[src/rtl/brc_pkg.sv]
// Package: shared types for the branch resolver.
// Assumes a 4-bit condition field: a 3-bit base test plus an invert bit on top.
package brc_pkg;

    localparam int BRC_COND_W = 4;

    typedef enum logic [2:0] {
        BASE_TRUE = 3'd0,
        BASE_NC   = 3'd1,
        BASE_NV   = 3'd2,
        BASE_Z    = 3'd3,
        BASE_GE   = 3'd4,
        BASE_GT   = 3'd5,
        BASE_NN   = 3'd6,
        BASE_NONE = 3'd7
    } brc_base_e;

    typedef struct packed {
        logic c;
        logic v;
        logic n;
        logic z;
    } brc_flags_t;

endpackage

[src/rtl/brc_cond_eval.sv]
// Condition evaluator: decodes the base test from the low three bits and
// inverts it with the top bit. Base 7 is never true in either polarity.
// Purely combinational.
module brc_cond_eval
    import brc_pkg::*;
(
    input  logic [BRC_COND_W-1:0] cond_i,
    input  brc_flags_t            flags_i,
    output logic                  hit_o
);

    brc_base_e base;
    logic      base_hit;
    logic      sgn_ge;
    logic      invert;

    assign base = brc_base_e'(cond_i[BRC_COND_W-2:0]);

    // Evaluate the selected base test on the flags.
    always_comb begin
        sgn_ge = ~(flags_i.n ^ flags_i.v);
        unique case (base)
            BASE_TRUE: base_hit = 1'b1;
            BASE_NC:   base_hit = ~flags_i.c;
            BASE_NV:   base_hit = ~flags_i.v;
            BASE_Z:    base_hit = flags_i.z;
            BASE_GE:   base_hit = sgn_ge;
            BASE_GT:   base_hit = sgn_ge & ~flags_i.z;
            BASE_NN:   base_hit = ~flags_i.n;
            default:   base_hit = 1'b0;
        endcase
    end

    // Apply the invert bit, except for base 7, which never fires.
    always_comb begin
        invert = cond_i[BRC_COND_W-1] && (base != BASE_NONE);
        hit_o  = base_hit ^ invert;
    end

endmodule

[src/rtl/brc_target_calc.sv]
// Target calculator: forms the sequential address and the taken target.
// Assumes the offset is two's complement and added unscaled to the sequential address.
module brc_target_calc #(
    parameter int PC_W    = 32,
    parameter int OFFS_W  = 23,
    parameter int PC_STEP = 4
) (
    input  logic [PC_W-1:0]   pc_i,
    input  logic [OFFS_W-1:0] offs_i,
    output logic [PC_W-1:0]   seq_pc_o,
    output logic [PC_W-1:0]   tgt_pc_o
);

    localparam logic [PC_W-1:0] STEP_V = PC_W'(PC_STEP);

    logic [PC_W-1:0] offs_ext;

    // Sign-extend or truncate the offset to the address width.
    generate
        if (PC_W > OFFS_W) begin : g_ext
            assign offs_ext = {{(PC_W-OFFS_W){offs_i[OFFS_W-1]}}, offs_i};
        end else begin : g_trunc
            assign offs_ext = offs_i[PC_W-1:0];
        end
    endgenerate

    // Sequential and branch target sums, both wrap at the address width.
    always_comb begin
        seq_pc_o = pc_i + STEP_V;
        tgt_pc_o = seq_pc_o + offs_ext;
    end

endmodule

[src/rtl/brc_branch_unit.sv]
// Branch resolver top: splits the instruction into its fields, gates the
// condition by the branch opcode and registers the decision and the next address.
// Assumes the opcode sits in the top bits, the condition field directly below
// it, and the offset fills the remaining low bits.
module brc_branch_unit
    import brc_pkg::*;
#(
    parameter int               INSTR_W = 32,
    parameter int               OPC_W   = 5,
    parameter int               PC_W    = 32,
    parameter int               PC_STEP = 4,
    parameter logic [OPC_W-1:0] BR_OPC  = OPC_W'(8)
) (
    input  logic                  clk,
    input  logic                  rst_n,
    input  logic [INSTR_W-1:0]    instr_i,
    input  logic [BRC_COND_W-1:0] flags_i,
    input  logic [PC_W-1:0]       pc_i,
    output logic                  taken_o,
    output logic [PC_W-1:0]       next_pc_o
);

    localparam int OPC_LSB  = INSTR_W - OPC_W;
    localparam int COND_LSB = OPC_LSB - BRC_COND_W;
    localparam int OFFS_W   = COND_LSB;

    logic [OPC_W-1:0]      opc;
    logic [BRC_COND_W-1:0] cond;
    logic [OFFS_W-1:0]     offs;
    logic                  cond_hit;
    logic                  take_d;
    logic [PC_W-1:0]       seq_pc;
    logic [PC_W-1:0]       tgt_pc;

    assign opc  = instr_i[INSTR_W-1:OPC_LSB];
    assign cond = instr_i[OPC_LSB-1:COND_LSB];
    assign offs = instr_i[OFFS_W-1:0];

    brc_cond_eval u_cond (
        .cond_i  (cond),
        .flags_i (brc_flags_t'(flags_i)),
        .hit_o   (cond_hit)
    );

    brc_target_calc #(
        .PC_W    (PC_W),
        .OFFS_W  (OFFS_W),
        .PC_STEP (PC_STEP)
    ) u_tgt (
        .pc_i     (pc_i),
        .offs_i   (offs),
        .seq_pc_o (seq_pc),
        .tgt_pc_o (tgt_pc)
    );

    // Only the branch opcode may take the condition result.
    assign take_d = (opc == BR_OPC) && cond_hit;

    // Register the decision and the selected next address.
    always_ff @(posedge clk) begin
        if (!rst_n) begin
            taken_o   <= 1'b0;
            next_pc_o <= '0;
        end else begin
            taken_o   <= take_d;
            next_pc_o <= take_d ? tgt_pc : seq_pc;
        end
    end

endmodule

[config.mk]
export PLATFORM = sky130hd
export DESIGN_NAME = brc_branch_unit
export DESIGN_NICKNAME = d
export VERILOG_FILES = /design/src/rtl/brc_pkg.sv /design/src/rtl/brc_cond_eval.sv /design/src/rtl/brc_target_calc.sv /design/src/rtl/brc_branch_unit.sv
export SDC_FILE = /design/constraint.sdc
export NUM_CORES = 1
export LEC_CHECK = 0
export ABC_AREA = 1
export BUFFER_PORTS_ARGS = -buffer_cell sky130_fd_sc_hd__buf_2
export CAP_MARGIN = 20
export CORE_UTILIZATION = 60
export CTS_BUF_LIST = sky130_fd_sc_hd__clkbuf_4 sky130_fd_sc_hd__clkbuf_8 sky130_fd_sc_hd__clkbuf_16
export DETAILED_ROUTE_END_ITERATION = 10
export PLACE_DENSITY = 0.94
export SLEW_MARGIN = 10
export SYNTH_ARGS = -nofsm -noshare
export SYNTH_HDL_FRONTEND = slang
export SYNTH_SLANG_ARGS = --single-unit
[constraint.sdc]
create_clock -name clk -period 6.6 [get_ports clk]
set_clock_uncertainty 0.2 [all_clocks]
set_input_delay 0.33 -clock clk [delete_from_list [all_inputs] [get_ports clk]]
set_output_delay 0.33 -clock clk [all_outputs]
set_load 0.05 [all_outputs]
### Word level (Yosys, flattened, before mapping)

Cells that the tools add are included.

| storage, ports and cells | value |
|---|---|
| bits in registers | 33 |
| latch bits | 0 |
| RAM bits | 0 |
| memory bits (read-only) | 0 |
| output and inout port bits | 33 |
| memories kept | 0 |

| cells by class | value |
|---|---|
| add/subtract/negate cells | 2 |
| multiply operators | 0 |
| div/mod/pow operators | 0 |
| magnitude comparators | 0 |
| equality and inequality tests | 8 |
| shifts and indexed selects | 0 |
| muxes and demuxes | 2 |
| bitwise logic cells | 8 |
| reduce and logical (&&, ||, !) cells | 3 |

Operators by type and width:

| operator | count |
|---|---|
| $add A32 B3 Y32 const B | 1 |
| $add A32 B32 Y32 | 1 |
| $mux W32 | 1 |
| $eq A3 B3 Y1 const B | 3 |
| $pmux W1 S7 | 1 |
| $eq A3 B2 Y1 const B | 2 |
| $eq A5 B4 Y1 const B | 1 |
| $not A1 Y1 | 5 |
| $eq A3 B1 Y1 const B | 1 |
| $logic_not A3 Y1 | 1 |
| $ne A3 B3 Y1 const B | 1 |
| $logic_and A1 B1 Y1 | 2 |
| $xor A1 B1 Y1 | 2 |
| $and A1 B1 Y1 | 1 |

### Logic depth before layout (Yosys ltp)

| depth | value |
|---|---|
| word-level depth | 7 |
| depth in mapped cells | 21 |
| mapped depth without buffers | 21 |

### Modules after synthesis

A second synthesis with hierarchy kept.

| second synthesis, totals | value |
|---|---|
| cells, all modules | 809 |
| area total of the unflattened synthesis | 4380.5 um^2 |

Modules (own cells, without submodules):

| module | instances | cells each | area an instance (um^2) |
|---|---|---|---|
| brc_target_calc | 1 | 576 | 2925.3 |
| brc_branch_unit | 1 | 211 | 1361.3 |
| brc_cond_eval | 1 | 22 | 93.8 |

### Worst setup path before layout

Ideal clock, no wire load.

| path | value |
|---|---|
| kind | input to register |
| start | input pc_i[2] |
| end | register next_pc_o[31] |
| library setup time | 0.116 ns |
| arrival time | 2.399 ns |
| required time | 6.284 ns |
| path slack | 3.885 ns |
| stages | 19 |
| path through | ha_1 > inv_1 > nor2_2 > nand2_1 > inv_1 > and2_2 > nand3_1 > xor2_1 > inv_1 > ha_1 > nand2_1 > nor2_1 > nand2_1 > nor3b_1 > nand2_1 > nand2_1 > nand3_1 > nand2_1 > a21oi_1 |

| between the ends | value |
|---|---|
| word-level cells in the longest chain between the ends | 3 |

RTL lines:

| item | line | source |
|---|---|---|
| start: declaration | brc_branch_unit.sv:18 | `input logic [PC_W-1:0] pc_i,` |
| $add A32 B3 Y32 * | brc_target_calc.sv:29 | `seq_pc_o = pc_i + STEP_V;` |
| $add A32 B32 Y32 | brc_target_calc.sv:30 | `tgt_pc_o = seq_pc_o + offs_ext;` |
| $mux W32 * | brc_branch_unit.sv:66 | `next_pc_o <= take_d ? tgt_pc : seq_pc;` |
| end signal: assignment | brc_branch_unit.sv:66 |  |
| end: declaration | brc_branch_unit.sv:20 | `output logic [PC_W-1:0] next_pc_o` |

Every way passes the cells marked *; elsewhere a longest branch is shown, timed or not.
A chain may end at the register's enable or synchronous reset.

### Worst setup path after layout

Ends and elaborated chain as after synthesis.

==> results.md <==
- FP Rows: 30
- Number of max-cap violations: 0
- Fmax: 320 MHz
- Worst path required time: 6.55 ns
- Total CTS buffers: 5
- Core box area: 6980 sq um
- Dpl ws: 3.22 ns
- Int Pwr: 0.451 mW
- HPWL after detailed placement: 10,900 microns
- Sequential Area: 661 sq um
- Largest net degree at the start of global routing: 34
- Logic pwr share: between 40% and 50%
- DIE AREA: slightly below 8000 sq um
- Final TNS setup: 0 ns
- Worst Tran Pin Value: 0.920 ns
- Via count: 5,285
- Setup Crit Path Kind: input port to flip-flop
- Die width: 88.0 microns
- Slew HR: 38.5%
- Syn Area/Cell: 5.54 sq um
- Seq/Total Area, Yosys: 14.9%
- Final net count: 1,014
- Clk slew on worst S/H paths: 0.08 ns
- Post-CTS Setup Bufs: 0
- Area leader, netlist: nand2_1
- Final min period: about 3.1 ns
- Area growth syn-to-layout: 15.5%
- Leading cell type in the layout, fill and taps excluded: nand2_1
- Final hold vios: 0
- Top cells by area, synth: nand2_1 (24%), dfxtp_1 (15%), inv_1 (12%)
- H-tree Lvls: 2
- IO buf count: 102
- Die Y: a little under 90 microns
- Crit. End Element: flip-flop
- CP arrival: between 3 and 4 ns
- Syn. warnings: 0
- Sw Ratio: between 40% and 50%
- Placed Area: 5000 sq um
- Worst Hold Class: input port to flip-flop
- Highest ir drop seen on vdd: 0.108 mV
- Overflow after GRT: 0
- Seq cells post-synth: 33
- Antenna diodes: 0
- Hold Buf Count CTS: 0
- Fillers: 642
- Final setup fails: 0
- Worst hold margin: between 0.1 and 0.15 ns
- Vias per inst: ~5.3
- Post-DRT Antenna Nets: 0
- Syn nets: 912
- First-pass GRT wire length: between 20,000 and 25,000 microns
- Initial core utilization: 63.5%
- Netlist cell types: 36
- I/O pins: 103
- Clock buffer depth: 2
- Vias in the first global route: slightly below 5k
- EDFF count, synth: 0
- Status: complete, no violations
- Clock Power Share: 27.4%
- CTS tree: yes
- Sw Pwr: 0.329 mW
- Max Slew Vio Count: 0
- Power consumption: between 0.7 and 0.8 mW
- Clock Sinks: 33
- CP Max Fanout: 5
- Post-synth design cell area: 4430 sq um
- Root buffer cell: clkbuf_8
- CTS resizes: 0
- Router iterations before antenna repair: 5
- Async S/R FF share, synth: 0%
- Post-DR wirelength/cell: around 14 microns
- Most frequent cells in the layout: nand2_1 (287), inv_1 (142), buf_2 (102)
- Flop pwr share: between 20% and 30%
- Final Instance Area: 5120 sq um
- Post-synth top flop: dfxtp_1
- RSZ-0062 raised after global routing: no
- Post-Syn Instances: roughly 800
- GRT Total Usage: 36.3%
- Routability cong.: 1.09
- Residual DRC: 0
- Yosys top cell area share: 24.3%
- Final WL: between 10,000 and 15,000 microns
- Share of layout cells above drive strength 1: 14.0%
- Pleak: 3.06 nW
- Initial DRC Count: 421
- Antenna violations before repair: 0
- Multi-input combinational cell area: approximately 3200 sq um
- Final Cycle Share: 47.4%
- Startpoint types: input port
- Cell Pwr Density: approximately 150 nW/um^2
- Setup ws final: 3.47 ns
## cells in the mapped netlist, types with 4 or more instances
| cell type | count |
|---|---|
| o21ai_0 | 15 |
| inv_1 | 142 |
| nand2_1 | 287 |
| xor2_1 | 30 |
| nand3_1 | 55 |
| nor2_2 | 4 |
| nand4_1 | 5 |
| nor3_1 | 16 |
| ha_1 | 40 |
| xnor2_1 | 6 |
| buf_6 | 4 |
| dfxtp_1 | 33 |
| nor2_1 | 77 |
| a21oi_1 | 54 |
## critical path, cell delays in order
cell	delay, ns
buf_2	0.13
ha_1	0.19
inv_1	0.06
nor2_2	0.13
nand2_1	0.13
nor3_1	0.26
xor2_1	0.32
inv_1	0.08
ha_1	0.38
nand2_1	0.15
nor2_1	0.24
nand2_1	0.11
nor3b_1	0.24
nand2_1	0.09
nand2_1	0.07
nand3_1	0.06
nand2_1	0.06
a21oi_1	0.05
## stage by stage
step | utilization, % | instances
2_1_floorplan | - | 801
3_3_place_gp | 71.7 | 992
3_5_place_dp | 71.7 | 992
4_1_cts | 73.4 | 1000
5_1_grt | 73.4 | 1000
6_report | 73.4 | 1000
## final timing paths
path	slack, ns	endpoint	startpoint	cells past startpoint
max	3.47	next_pc_o[31]	pc_i[2]	18
min	0.10	next_pc_o[0]	pc_i[0]	3
## registers in the layout (all words and copies together), names as in the netlist
signal,flops
next_pc_o,32
taken_o,1
## final cells by class
class / count / share of cell area [%]
inverters: 144 / 10.5
flip-flops and latches: 33 / 12.9
multi-input cells: 617 / 61.9
well taps: 96 / 2.34
clock inverters: 1 / 0.586
repair buffers: 102 / 9.96
clock buffers: 7 / 1.76
## layer usage
layer  vias up  track usage [%]  share of wire [%]
met5         -                0                  0
met4         0             13.9                3.2
met3        34             4.34                8.2
met2       261             58.9                 43
met1      2312             49.0                 45
li1       2678                -                  -
## kinds of logic after synthesis
group / Yosys count / share of synthesized area, %
simple gates: 459 / 42.7
buf+inv: 151 / 13.6
compound gates: 81 / 9.93
fa+ha+maj: 41 / 11.7
xor+xnor: 36 / 7.11
flops: 33 / 14.9
## power groups by stage
stage / clock (mW) / sequential (mW) / combinational (mW)
floorplan: 0 / 0.262 / 0.203
global placement: 0 / 0.218 / 0.340
detailed placement: 0 / 0.218 / 0.342
CTS: 0.214 / 0.213 / 0.345
global route: 0.221 / 0.215 / 0.389
finish: 0.214 / 0.213 / 0.354
(Power assumes the default switching activity.)
